### src/rtl/arw_pkg.sv
package arw_pkg;
  localparam int unsigned ARW_WORD_W = 32;
  localparam int unsigned ARW_BYTE_W = 8;

  // next pointer value, wrapping after the last lane
  function automatic int unsigned arw_wrap_inc(input int unsigned v, input int unsigned n);
    return (v + 1 >= n) ? 0 : v + 1;
  endfunction
endpackage

### src/rtl/arw_strobe_edge.sv
module arw_strobe_edge (
  input  logic clk,
  input  logic rst_n,
  input  logic strobe_n,
  output logic done
);
  logic strobe_q;

  always_ff @(posedge clk) begin
    if (!rst_n) strobe_q <= 1'b1;
    else        strobe_q <= strobe_n;
  end

  // end of a low pulse: now high, last sampled low
  assign done = strobe_n & ~strobe_q;


  pulse_once_chk: assert property (@(posedge clk) disable iff (!rst_n)
    done |=> !done);
endmodule

### src/rtl/arw_byte_ptr.sv
module arw_byte_ptr #(
  parameter int unsigned N_BYTES = 4,
  localparam int unsigned IDX_W = (N_BYTES > 1) ? $clog2(N_BYTES) : 1
) (
  input  logic             clk,
  input  logic             rst_n,
  input  logic             load,
  input  logic             done,
  output logic [IDX_W-1:0] idx,
  output logic             rdy
);
  localparam logic [IDX_W-1:0] LAST = IDX_W'(N_BYTES - 1);

  logic [IDX_W-1:0] idx_nx;

  always_comb begin
    idx_nx = IDX_W'(arw_pkg::arw_wrap_inc(int'(idx), N_BYTES));
  end

  always_ff @(posedge clk) begin
    if (!rst_n) begin
      idx <= '0;
      rdy <= 1'b0;
    end else if (load) begin
      idx <= '0;
      rdy <= 1'b1;
    end else if (done) begin
      idx <= idx_nx;
      if (idx == '0) rdy <= 1'b0;
    end
  end


  load_sets_chk: assert property (@(posedge clk) disable iff (!rst_n)
    load |=> (rdy && idx == '0));

  wrap_chk: assert property (@(posedge clk) disable iff (!rst_n)
    (done && !load && idx == LAST) |=> idx == '0);

  advance_chk: assert property (@(posedge clk) disable iff (!rst_n)
    (done && !load && idx != LAST) |=> idx == $past(idx) + 1'b1);

  rdy_clear_chk: assert property (@(posedge clk) disable iff (!rst_n)
    (done && !load && idx == '0) |=> !rdy);

  hold_chk: assert property (@(posedge clk) disable iff (!rst_n)
    (!done && !load) |=> ($stable(idx) && $stable(rdy)));
endmodule

### src/rtl/arw_word_store.sv
module arw_word_store #(
  parameter int unsigned WORD_W = 32,
  parameter int unsigned BYTE_W = 8,
  localparam int unsigned N_BYTES = WORD_W / BYTE_W,
  localparam int unsigned IDX_W = (N_BYTES > 1) ? $clog2(N_BYTES) : 1
) (
  input  logic              clk,
  input  logic              rst_n,
  input  logic              load,
  input  logic [WORD_W-1:0] word_in,
  input  logic [IDX_W-1:0]  idx,
  output logic [BYTE_W-1:0] bus
);
  logic [WORD_W-1:0] word_q;
  logic [BYTE_W-1:0] lane [N_BYTES];

  always_ff @(posedge clk) begin
    if (!rst_n)    word_q <= '0;
    else if (load) word_q <= word_in;
  end

  for (genvar g = 0; g < N_BYTES; g++) begin : g_lane
    assign lane[g] = word_q[g*BYTE_W +: BYTE_W];
  end

  always_comb begin
    bus = '0;
    for (int i = 0; i < N_BYTES; i++) begin
      if (idx == IDX_W'(i)) bus = lane[i];
    end
  end


  overwrite_chk: assert property (@(posedge clk) disable iff (!rst_n)
    load |=> word_q == $past(word_in));

  keep_chk: assert property (@(posedge clk) disable iff (!rst_n)
    !load |=> $stable(word_q));
endmodule

### src/rtl/arw_byte_reader.sv
module arw_byte_reader #(
  parameter int unsigned WORD_W = arw_pkg::ARW_WORD_W,
  parameter int unsigned BYTE_W = arw_pkg::ARW_BYTE_W
) (
  input  logic              clk,
  input  logic              rst_n,
  input  logic [WORD_W-1:0] in_word,
  input  logic              in_valid,
  output logic              in_ready,
  input  logic              rd_n,
  output logic [BYTE_W-1:0] dbus,
  output logic              data_rdy
);
  localparam int unsigned N_BYTES = WORD_W / BYTE_W;
  localparam int unsigned IDX_W = (N_BYTES > 1) ? $clog2(N_BYTES) : 1;

  logic             load;
  logic             rd_done;
  logic [IDX_W-1:0] idx;

  assign in_ready = 1'b1;
  assign load     = in_valid;

  arw_strobe_edge u_edge (
    .clk(clk), .rst_n(rst_n), .strobe_n(rd_n), .done(rd_done)
  );

  arw_byte_ptr #(.N_BYTES(N_BYTES)) u_ptr (
    .clk(clk), .rst_n(rst_n), .load(load), .done(rd_done),
    .idx(idx), .rdy(data_rdy)
  );

  arw_word_store #(.WORD_W(WORD_W), .BYTE_W(BYTE_W)) u_store (
    .clk(clk), .rst_n(rst_n), .load(load), .word_in(in_word),
    .idx(idx), .bus(dbus)
  );


  new_first_byte_chk: assert property (@(posedge clk) disable iff (!rst_n)
    in_valid |=> dbus == $past(in_word[BYTE_W-1:0]));

  load_wins_chk: assert property (@(posedge clk) disable iff (!rst_n)
    (in_valid && rd_done) |=> data_rdy);
endmodule

### config.mk
export PLATFORM = sky130hd
export DESIGN_NAME = arw_byte_reader
export DESIGN_NICKNAME = d
export VERILOG_FILES = /design/src/rtl/arw_pkg.sv /design/src/rtl/arw_strobe_edge.sv /design/src/rtl/arw_byte_ptr.sv /design/src/rtl/arw_word_store.sv /design/src/rtl/arw_byte_reader.sv
export SDC_FILE = /design/constraint.sdc
export NUM_CORES = 1
export LEC_CHECK = 0
export BUFFER_PORTS_ARGS = -buffer_cell sky130_fd_sc_hd__buf_2
export CORE_AREA = 2 2 67 69
export DETAILED_ROUTE_END_ITERATION = 8
export DIE_AREA = 0 0 69 71
export PLACE_DENSITY = 0.66
export SLEW_MARGIN = 20
export SYNTH_ARGS = -nofsm -noshare
export SYNTH_HDL_FRONTEND = slang
export SYNTH_SLANG_ARGS = --single-unit
### constraint.sdc
create_clock -name clk -period 3.15 [get_ports clk]
set_input_delay 0.315 -clock clk [delete_from_list [all_inputs] [get_ports clk]]
set_output_delay 0.315 -clock clk [all_outputs]
set_load 0.005 [all_outputs]
Yosys cells after proc, flatten, opt, wreduce, memory -nomap -nowiden
Cells that the tools add are included.
{"block": "totals", "ff_bits": 36, "inputBits": 36, "output_inout_bits": 10, "word_cells": 25}
{"block": "op_classes", "n_addsub": 1, "order_cmp": 1, "n_eq_ne": 3, "n_mux": 8, "bitwise": 3, "n_reduce_logical": 5}
{"op": "8-bit 2-to-1 mux", "n": 4}
{"op": "2-bit equality test (second input constant)", "n": 2}
{"op": "2-bit nonzero test", "n": 2}
{"op": "2-bit by 1-bit adder with 3-bit output (second input constant)", "n": 1}
{"op": "3-bit >= comparator (second input constant)", "n": 1}
{"op": "1-bit 2-to-1 mux", "n": 3}
{"op": "2-bit by 1-bit equality test with 1-bit output (second input constant)", "n": 1}
{"op": "2-bit zero test", "n": 1}
{"op": "2-bit 2-to-1 mux", "n": 1}
{"op": "1-bit NOT", "n": 2}
{"op": "2-bit AND reduction", "n": 1}
{"op": "2-bit OR reduction", "n": 1}
{"op": "1-bit bitwise AND", "n": 1}

Depth between registers and ports, before layout
Gate-level depths: netlist of run 1.
{"block": "logic_depth", "word_depth": 5, "mapped_depth": 5, "depth_no_buf": 5}

Hierarchy
A second synthesis of run 1 with hierarchy kept.
{"block": "hier_totals", "cells_unflattened": 133, "area_unflattened_um2": 1612.8}
{"mod": "arw_word_store", "instances": 1, "cells_per_inst": 113, "area_each_um2": 1410.1, "seq_area_each_um2": 640.6}
{"mod": "arw_byte_ptr", "instances": 1, "cells_per_inst": 15, "area_each_um2": 151.4, "seq_area_each_um2": 60.1}
{"mod": "arw_strobe_edge", "instances": 1, "cells_per_inst": 3, "area_each_um2": 40.0, "seq_area_each_um2": 20.0}
{"mod": "arw_byte_reader", "instances": 1, "cells_per_inst": 2, "area_each_um2": 11.3, "seq_area_each_um2": 0.0}

Worst setup path before layout of run 1
Ideal clock, no wire load.
{"block": "synth_timing", "path_kind": "reg2out", "from": "reg u_ptr.idx[1]", "to": "out dbus[4]", "arrival_ps": 1119, "required_time_ps": 2835, "setup_slack_ps": 1716, "stages_incl_launch_ff": 6, "path_buffers": 1, "cell_sequence": "dfxtp_1 -> inv_1 -> ha_1 -> buf_2 -> nand3b_1 -> a31oi_1"}
{"block": "synth_via", "elab_chain_len": 5, "elab_cells_between_ends": 8, "classes_between": "eq/ne: 3; mux: 4; reduce/logical: 1"}
{"element": "from (decl)", "line_no": "arw_byte_ptr.sv:9", "rtl": "output logic [IDX_W-1:0] idx,"}
{"element": "from (signal assigned)", "line_no": "arw_byte_ptr.sv:28", "rtl": "idx <= idx_nx;"}
{"element": "2-bit zero test", "line_no": "arw_word_store.sv:29", "rtl": "if (idx == IDX_W'(i)) bus = lane[i];"}
{"element": "8-bit 2-to-1 mux (3 in a row)", "line_no": "arw_word_store.sv:29"}
{"element": "8-bit 2-to-1 mux (*)", "line_no": "arw_word_store.sv:29"}
{"element": "to (decl)", "line_no": "arw_byte_reader.sv:11", "rtl": "output logic [BYTE_W-1:0] dbus,"}
Every way passes the cells marked *; elsewhere a longest branch is shown, timed or not.

Final worst setup path of run 1
{"block": "layout_timing", "from": "reg u_ptr.idx[0]", "to": "out dbus[4]"}
Same word-level chain as after synthesis.

==> impl_metrics.env, run 1 <==
export IMPL_status="finished, final reports clean"
export IMPL_io_pins=46
export IMPL_power_switching_mw=0.213
export IMPL_cts_clk_slew_worst_paths_ns=0.07
export IMPL_drcViolationCount=0
export IMPL_leakage_nw=0.903
export IMPL_report_final_slew_viol_count=0
export IMPL_post_route_min_period_ns=2.02
export IMPL_final_common_cell="buf_2"
export IMPL_dr_first_iter_drc_count=51
export IMPL_rsz0062_at_grt="false"
export IMPL_final_cell_mix="buf_2 (44), mux2i_1 (42), dfxtp_1 (36)"
export IMPL_intPower_mw=0.777
export IMPL_synth_nets=210
export IMPL_skew_ns=0.000121
export IMPL_combPwrFrac_pct=10.8
export IMPL_dp_hpwl_um=2580
export IMPL_dieArea_um2=4900
export IMPL_cts_max_level=2
export IMPL_tns_ns=0
export IMPL_hold_violations=0
export IMPL_dp_cells=255
export IMPL_synth_top_cell_by_area="dfxtp_1"
export IMPL_irDropWorstVdd_mv=0.238
export IMPL_crit_type="flop to output pin"
export IMPL_setup_viol=0
export IMPL_met3_usage_pct=4.42
export IMPL_cts_root_buf="clkbuf_8"
export IMPL_post_route_period_util_pct=64.0
export IMPL_syn_area_per_cell_um2=10.3
export IMPL_synth_seq_cells=36
export IMPL_core_area_um2=4200
export IMPL_clk_latency_ns=0.28
export IMPL_place_area_um2=1930
export IMPL_drt_antenna_violating_nets=0
export IMPL_grt_overflow=0
export IMPL_fin_cells=263
export IMPL_worst_slew_pin_slew_ns=0.992
export IMPL_drtPass1Iterations=3
export IMPL_holdPathStages=2
export IMPL_num_rows=24
export IMPL_wl_per_cell_um=13.4
export IMPL_syn_inst=170
export IMPL_regToRegStartpoint="u_ptr.idx[0]"
export IMPL_use_met2_pct=23.9
export IMPL_fmax_ghz=0.496
export IMPL_syn_area_um2=1750
export IMPL_port_buffer_count=44
export IMPL_wirelength_um=3510
export IMPL_grt_usage_pct=15.2
export IMPL_tritoncts_num_sinks=36
export IMPL_synth_cell_types=19
export IMPL_die_w_um=69
export IMPL_cts_tree="yes"
export IMPL_start_util_pct=41.7
export IMPL_synth_warnings=0
export IMPL_swShare_pct=21.5
export IMPL_cts_setup_buffers=0
export IMPL_cap_violations=0
export IMPL_synth_area_leaders="dfxtp_1 (41%), mux2i_1 (24%), nor2b_1 (11%), buf_12 (3.4%), nand3b_1 (3.4%)"
export IMPL_min_from="rd_n"
export IMPL_fin_nets=250
export IMPL_grt_pass1_vias=1236
export IMPL_die_y_um=71
export IMPL_seq_power_share_pct=50.2
export IMPL_synth_seq_area_share_pct=41.1
export IMPL_cts_hold_buf=0
export IMPL_slew_headroom_pct=33.9
export IMPL_rr_worst_depth=4
export IMPL_hold_end="u_edge.strobe_q"
export IMPL_cts_resized=0
export IMPL_antenna_found_initial=0
export IMPL_use_met1_pct=19.9
export IMPL_top_usage_layer="met2"
export IMPL_grt_first_pass_wirelength_um=5860
export IMPL_cp_required_ns=2.83
export IMPL_syn2layout_area_growth_pct=16.2
export IMPL_cts_buffer_depth=2
export IMPL_gp_congestion=0.744
export IMPL_synth_top_area_share_pct=41.1
export IMPL_num_vias=1277
export IMPL_grt_max_degree=36
export IMPL_fin_area_um2=2040
export IMPL_viasPerCell=4.86
export IMPL_path_max_fanout=10
export IMPL_rr_endpoint="u_ptr.idx[0]"
export IMPL_critPathLaunchType="flop"
export IMPL_drive_above_1_share_pct=24.6
export IMPL_min_path_type="input pin to flop"
export IMPL_crit_arrival_ns=1.70
export IMPL_rrSetupSlack_ns=1.83
export IMPL_powerDensity_nw_per_um2=486
export IMPL_cts_made_buffers=5
export IMPL_cp_end_kind="output pin"
export IMPL_clkPwrFrac_pct=39.0
export IMPL_antennaDiodeCount=0
flip-flops by register name, summed over array words and instances, names as in the netlist:
name / cells
u_ptr.idx: 2
u_store.word_q: 32
u_edge.strobe_q: 1
u_ptr.rdy: 1
critical path, cell delays in order (launching register included):
cell and delay (ns):
dfxtp_1 0.40, ha_1 0.52, nor2_2 0.18, a31oi_1 0.18
buf_2 0.13
how the worst max path moves through the flow:
| stage | startpoint | to | slack (ns) | depth (start not counted) |
|---|---|---|---|---|
| 4_1_cts | u_ptr.idx[0] | dbus[4] | 1.12 | 5 |
| 3_5_place_dp | u_ptr.idx[0] | dbus[4] | 1.43 | 5 |
| 5_1_grt | u_ptr.idx[0] | dbus[5] | 1.02 | 4 |
| 2_1_floorplan | u_ptr.idx[1] | dbus[4] | 1.72 | 5 |
| 3_3_place_gp | u_ptr.idx[0] | dbus[3] | 1.45 | 4 |
| 6_report | u_ptr.idx[0] | dbus[4] | 1.13 | 4 |
power by group through the flow:
stage	clock network [mW]	registers [mW]	logic, mW
CTS	0.396	0.497	0.109
floorplan	0	0.501	0.0801
finish	0.386	0.497	0.107
detailed placement	0	0.507	0.109
global placement	0	0.507	0.108
global route	0.417	0.500	0.120
cells in the mapped netlist:
| library cell | number |
|---|---|
| a31oi_1 | 9 |
| and2b_1 | 1 |
| buf_12 | 3 |
| buf_2 | 3 |
| buf_4 | 2 |
| buf_6 | 1 |
| clkbuf_1 | 2 |
| conb_1 | 1 |
| dfxtp_1 | 36 |
| ha_1 | 4 |
| inv_1 | 3 |
| mux2i_1 | 42 |
| nand2_1 | 9 |
| nand2b_1 | 9 |
| nand3b_1 | 8 |
| nor2_1 | 3 |
| nor2_2 | 1 |
| nor2b_1 | 32 |
| o21ai_1 | 1 |
per-stage QoR:
stage	util (%)	total power, mW	hold WS (ns)	setup WS (ns)
detailed placement	45.9	0.616	0.507	1.43
finish	48.4	0.990	0.230	1.13
floorplan	-	0.581	0.388	1.72
global placement	45.9	0.614	0.496	1.45
CTS	48.4	1.00	0.226	1.12
global route	48.4	1.04	0.242	1.02
area by class of cell:
class	instances	area [um2]
Tap cell	52	65.1
Fill cell	420	2170
Multi-Input combinational cell	120	911
Clock buffer	6	72.6
Clock inverter	2	35.0
Sequential cell	36	721
Inverter	3	11.3
Timing Repair Buffer	44	220
cells by family (layout without fill, tap and decap cells):
group / after synthesis / in the layout / share of synthesized area [%]
other: 1 / 1 / 0.214
multiplexers: 42 / 42 / 24.0
adder cells (fa/ha/maj): 4 / 4 / 2.86
flip-flops: 36 / 36 / 41.1
AND/OR/NAND/NOR: 63 / 63 / 21.4
buffers and inverters: 14 / 55 / 6.86
AO/OA/AOI/OAI: 10 / 10 / 3.50
per-layer routing:
metal  vias to the layer above  share of wire, %
met2                        24                46
met5                         -                 0
met4                         0              0.54
li1                        648                 -
met3                         2               4.0
met1                       603                49
No activity file was read; power rests on OpenSTA's default activity.
==> inputs of run 2 (changes only) <==
Settings changed: ABC_AREA from default to 1, CORE_AREA 2 2 67 69 to 2 2 65 67, DIE_AREA 0 0 69 71 to 0 0 67 69, PLACE_DENSITY 0.66 to 0.69.
Clock period 3.15 ns to 1.69 ns, I/O delays scaled along.
==> run 2 against run 1 <==
Against the previous run:
- critical path depth is 4 higher
- core utilization is 3.8 points higher
- synthesized cell count up 35%
- highest routed layer unchanged
- area after synthesis shrank 6.1%
- sequential power up 88%
- via count grew 21%
- count of clock-buffer cells in the layout rose by 2
- register-to-register slack got worse by 1.2 ns
- flip-flop and latch count unchanged
==> impl_metrics.env, run 2 <==
export IMPL_synth_top_cell_by_area="dfxtp_1"
export IMPL_rsz0062_at_grt="true"
export IMPL_synth_seq_cells=36
export IMPL_leakage_nw=0.994
export IMPL_yosysMostFrequentCell="nor2_1"
export IMPL_crit_type="flop to output pin"
export IMPL_grt_max_degree=24
export IMPL_drt_antenna_violating_nets=0
export IMPL_fin_nets=316
export IMPL_synth_area_leaders="dfxtp_1 (44%), nor2_1 (12%), o21ai_0 (8.2%), nand2_1 (8.0%), a21oi_1 (7.6%)"
export IMPL_hold_violations=0
export IMPL_synth_cell_types=17
export IMPL_die_w_um=67
export IMPL_largest_reg_flops=32
export IMPL_critical_path_top_delay_family="buffers and inverters"
export IMPL_layout_setup_ws_ns=0.0295
export IMPL_drtPass1Iterations=4
export IMPL_cts_clk_slew_worst_paths_ns=0.07
export IMPL_cp_end_kind="output pin"
export IMPL_post_route_min_period_ns=1.66
export IMPL_post_route_period_util_pct=98.3
export IMPL_p_total_mw=1.79
export IMPL_powerDensity_nw_per_um2=874
export IMPL_wirelength_um=3860
export IMPL_seqCellArea_um2=728
export IMPL_dieArea_um2=4620
export IMPL_syn_area_per_cell_um2=7.15
export IMPL_dp_hpwl_um=2740
export IMPL_cts_buffer_depth=2
export IMPL_die_y_um=69
export IMPL_cp_required_ns=1.52
export IMPL_synth_nets=270
export IMPL_core_area_um2=3910
export IMPL_antenna_found_initial=0
export IMPL_pre_cts_ws_ns=0.144
export IMPL_top_register="u_store.word_q"
export IMPL_tritoncts_num_sinks=36
export IMPL_crit_arrival_ns=1.49
export IMPL_grt_pass1_vias=1432
export IMPL_grt_first_pass_wirelength_um=6400
export IMPL_path_max_fanout=6
export IMPL_ys_flop_type="dfxtp_1"
export IMPL_place_area_um2=1850
export IMPL_drcViolationCount=0
export IMPL_fillers=412
export IMPL_num_vias=1551
export IMPL_status="finished, final reports clean"
export IMPL_syn2layout_area_growth_pct=24.4
export IMPL_synth_seq_area_share_pct=43.8
export IMPL_skew_ns=0.00259
export IMPL_antennaDiodeCount=0
export IMPL_fin_area_um2=2050
export IMPL_cp_slowest_cell="dfxtp_4"
export IMPL_worst_path_stages=8
export IMPL_synth_top_area_share_pct=43.8
export IMPL_wl_per_cell_um=11.8
export IMPL_final_util_pct=52.3
export IMPL_gp_congestion=0.810
export IMPL_report_final_slew_viol_count=0
export IMPL_path_cells="buf_6, ha_4, buf_6, a21oi_2, nand2_1, nand2_1, nand2_1, buf_2"
export IMPL_cap_violations=0
export IMPL_grt_usage_pct=18.2
export IMPL_synthTopCellsByCount="nor2_1 (54), dfxtp_1 (36), nand2_1 (35), o21ai_0 (27), a21oi_1 (25)"
export IMPL_syn_inst=230
export IMPL_start_util_pct=42.0
export IMPL_dr_first_iter_drc_count=87
export IMPL_multi_input_area_um2=792
export IMPL_setup_viol=0
export IMPL_syn_area_um2=1640
export IMPL_synth_warnings=0
export IMPL_final_cell_mix="nor2_1 (54), buf_2 (44), nand2_1 (35)"
export IMPL_cts_made_buffers=5
export IMPL_synth_edf_count=0
export IMPL_cp_num_buf_inv=3
export IMPL_final_common_cell="nor2_1"
export IMPL_irDropWorstVdd_mv=0.440
export IMPL_clk_latency_ns=0.28
export IMPL_cts_root_buf="clkbuf_8"
export IMPL_synthArstFlopShare_pct=0
export IMPL_reg_largest_list="u_store.word_q: 32 flops, u_ptr.idx: 2 flops"
export IMPL_cts_max_level=2
export IMPL_min_path_type="input pin to flop"
export IMPL_max_stage_delay_ns=0.36
export IMPL_num_rows=23
export IMPL_grt_overflow=0
export IMPL_critPathLaunchType="flop"
export IMPL_io_pins=46
export IMPL_port_buffer_count=44
export IMPL_cts_tree="yes"
export IMPL_rrSetupSlack_ns=0.61
export IMPL_crit_top_cell="nand2_1"
export IMPL_holdPathStages=3
export IMPL_viasPerCell=4.74
export IMPL_fmax_ghz=0.602
export IMPL_drive_above_1_share_pct=27.8
export IMPL_rr_worst_depth=5
-- run 2: final cells by class --
class	instances	area share (%)
Clock buffer	8	4.40
Inverter	16	3.06
Multi-Input combinational cell	162	38.7
Sequential cell	36	35.6
Tap cell	50	3.06
Timing Repair Buffer	55	15.2
-- run 2: timing repair --
item / in CTS / in global routing
setup endpoints to repair: 8 / 8
gates resized for setup: 6 / 18
hold buffers: 0 / 0
setup buffers: 0 / 5
pin swaps: 0 / 8
-- run 2: routing by layer --
| metal | up-vias | global-route usage [%] | share of wire (%) |
|---|---|---|---|
| met3 | 7 | 4.89 | 5.0 |
| met5 | - | 0 | 0 |
| met4 | 0 | 8.62 | 1.9 |
| met2 | 36 | 25.7 | 45 |
| li1 | 822 | - | - |
| met1 | 686 | 25.4 | 48 |
-- run 2: path summary, 6_finish.rpt --
check	startpoint	to
min	rd_n	u_edge.strobe_q
max	u_ptr.idx[0]	dbus[3]
min reg2reg	u_store.word_q[19]	u_store.word_q[19]
max reg2reg	u_ptr.idx[1]	u_ptr.idx[0]
-- run 2: power by group --
group | leakage (nW) | total, mW | internal (mW) | switching (mW)
clock network | 0.0455 | 0.613 | 0.332 | 0.281
logic | 0.648 | 0.239 | 0.108 | 0.131
registers | 0.301 | 0.935 | 0.904 | 0.0318
total | 0.994 | 1.79 | 1.34 | 0.444
-- run 2: logic make-up after synthesis --
kind of cell | synth area share (%)
and+or+nand+nor | 23.1
adders and majority gates | 3.04
other | 0.228
buffers and inverters | 11.2
AOI/OAI and AO/OA | 18.6
DFF | 43.8
-- run 2: worst min-delay path: stages --
cell and delay [ns]:
buf_2 0.10, inv_1 0.04, nand2_1 0.04
-- run 2: metrics by stage --
step / std cells / setup TNS (ns) / hold WS, ns
global route: 327 / -0.0767 / 0.100
floorplan: 230 / 0 / 0.254
finish: 327 / 0 / 0.0814
detailed placement: 314 / 0 / 0.375
global placement: 314 / 0 / 0.372
CTS: 322 / 0 / 0.0772
==> inputs of run 3 (changes only) <==
Settings changed: SETUP_SLACK_MARGIN from default to 0.2.
==> run 3 against run 2 <==
Against the previous run:
- first-iteration DRC count fell by 17%
- largest cell class unchanged
- register-to-register slack barely moved
- non-clock buffer count fell by 3
- critical path type unchanged
- sequential power barely moved
- largest power group unchanged
==> impl_metrics.env, run 3 (same netlist as run 2, synthesis figures left out) <==
export IMPL_rsz0062_at_grt="true"
export IMPL_grt_max_degree=24
export IMPL_cts_buffer_depth=2
export IMPL_report_final_slew_viol_count=0
export IMPL_post_route_period_util_pct=98.1
export IMPL_die_y_um=69
export IMPL_critical_path_top_delay_family="flip-flops"
export IMPL_fin_area_um2=2010
export IMPL_cts_hold_buf=0
export IMPL_fmax_ghz=0.603
export IMPL_rr_worst_depth=5
export IMPL_dp_hpwl_um=2740
export IMPL_leakage_nw=0.975
export IMPL_start_util_pct=42.0
export IMPL_crit_arrival_ns=1.49
export IMPL_crit_type="flop to output pin"
export IMPL_startpoint="u_ptr.idx[0]"
export IMPL_irDropWorstVdd_mv=0.440
export IMPL_place_area_um2=1850
export IMPL_tns_ns=0
export IMPL_min_path_type="input pin to flop"
export IMPL_path_cells="buf_4, ha_4, a21oi_1, nand2_1, nand2_1, nand2_1, buf_2"
export IMPL_fin_cells=324
export IMPL_cts_max_level=2
export IMPL_p_total_mw=1.78
export IMPL_regToRegStartpoint="u_ptr.idx[1]"
export IMPL_antenna_found_initial=0
export IMPL_num_vias=1541
export IMPL_grt_first_pass_wirelength_um=6510
export IMPL_core_area_um2=3910
export IMPL_setup_viol=0
export IMPL_wirelength_um=3810
export IMPL_rrSetupSlack_ns=0.61
export IMPL_crit_top_cell="nand2_1"
export IMPL_viasPerCell=4.76
export IMPL_cts_root_buf="clkbuf_8"
export IMPL_wl_per_cell_um=11.8
export IMPL_tritoncts_num_sinks=36
export IMPL_critPathLaunchType="flop"
export IMPL_drcViolationCount=0
export IMPL_cp_slowest_cell="dfxtp_4"
export IMPL_antennaDiodeCount=0
export IMPL_rr_endpoint="u_ptr.idx[0]"
export IMPL_hold_ws_ns=0.0815
export IMPL_cp_end_kind="output pin"
export IMPL_dr_first_iter_drc_count=72
export IMPL_reg_largest_list="u_store.word_q: 32 flops, u_ptr.idx: 2 flops"
export IMPL_largest_reg_flops=32
export IMPL_io_pins=46
export IMPL_cts_clk_slew_worst_paths_ns=0.07
export IMPL_status="finished, final reports clean"
export IMPL_final_common_cell="nor2_1"
export IMPL_grt_usage_pct=18.6
export IMPL_dp_cells=314
export IMPL_max_stage_delay_ns=0.36
export IMPL_cts_made_buffers=5
export IMPL_post_route_min_period_ns=1.66
export IMPL_worst_path_stages=7
export IMPL_cap_violations=0
export IMPL_cp_required_ns=1.52
export IMPL_num_rows=23
export IMPL_top_register="u_store.word_q"
export IMPL_gp_congestion=0.810
export IMPL_dieArea_um2=4620
export IMPL_port_buffer_count=44
export IMPL_drt_antenna_violating_nets=0
export IMPL_crit_path_end="dbus[3]"
export IMPL_final_cell_mix="nor2_1 (54), buf_2 (44), nand2_1 (35)"
export IMPL_cp_num_buf_inv=2
export IMPL_grt_overflow=0
export IMPL_powerDensity_nw_per_um2=889
export IMPL_grt_pass1_vias=1452
export IMPL_drive_above_1_share_pct=25.9
export IMPL_cts_tree="yes"
export IMPL_clk_latency_ns=0.28
export IMPL_die_w_um=67
export IMPL_path_max_fanout=9
export IMPL_hold_violations=0
export IMPL_skew_ns=0.00217
export IMPL_fin_nets=313
export IMPL_syn2layout_area_growth_pct=22.1
export IMPL_drtPass1Iterations=4
-- run 3: changes by cell type in the layout (fill, tap and decap cells not counted), sizes merged --
cell	previous run	this run
buf	55	52
-- run 3: worst min-delay path by stage --
| stage | start | endpoint | slack (ns) | cells after the start |
|---|---|---|---|---|
| 4_1_cts | rd_n | u_edge.strobe_q | 0.08 | 3 |
| 6_report | rd_n | u_edge.strobe_q | 0.08 | 3 |
| 3_5_place_dp | rd_n | u_edge.strobe_q | 0.37 | 3 |
| 3_3_place_gp | rd_n | u_edge.strobe_q | 0.37 | 3 |
| 2_1_floorplan | rd_n | u_edge.strobe_q | 0.25 | 2 |
| 5_1_grt | in_word[0] | u_store.word_q[0] | 0.10 | 3 |
-- run 3: timing repair --
item	in CTS	in global routing
gates resized for setup	15	2
pin swaps	1	0
setup endpoints to repair	8	8
buffers inserted	2	0
-- run 3: routing by layer --
layer	routed length, um	share of wire (%)	up-vias	global-route usage, %
li1	-	-	816	-
met2	1690	44	39	26.8
met3	208	5.5	11	4.89
met4	112	2.9	0	8.84
met1	1800	47	675	25.4
met5	0	0	-	0
-- run 3: stage by stage --
stage	setup slack, ns	util (%)
floorplan	0.373	-
global placement	0.153	47.2
finish	0.0326	51.3
CTS	0.0711	51.2
global route	-0.0306	51.3
detailed placement	0.144	47.2
-- run 3: worst register-to-register path, cell delays in order (launching register included) --
cell	delay (ns)
dfxtp_4	0.38
ha_1	0.18
buf_4	0.17
nor2_1	0.05
o21ai_0	0.16
nor2_1	0.05
-- run 3: power breakdown --
group | switching [mW] | internal [mW]
logic | 0.130 | 0.106
registers | 0.0312 | 0.904
clock network | 0.282 | 0.332
total | 0.443 | 1.34
-- run 3: layout make-up --
class / instances / area [um2]
timing repair buffer: 52 / 284
inverter: 16 / 62.6
sequential: 36 / 728
fill: 413 / 1910
clock buffer: 8 / 90.1
tap: 50 / 62.6
multi-input combinational: 162 / 781
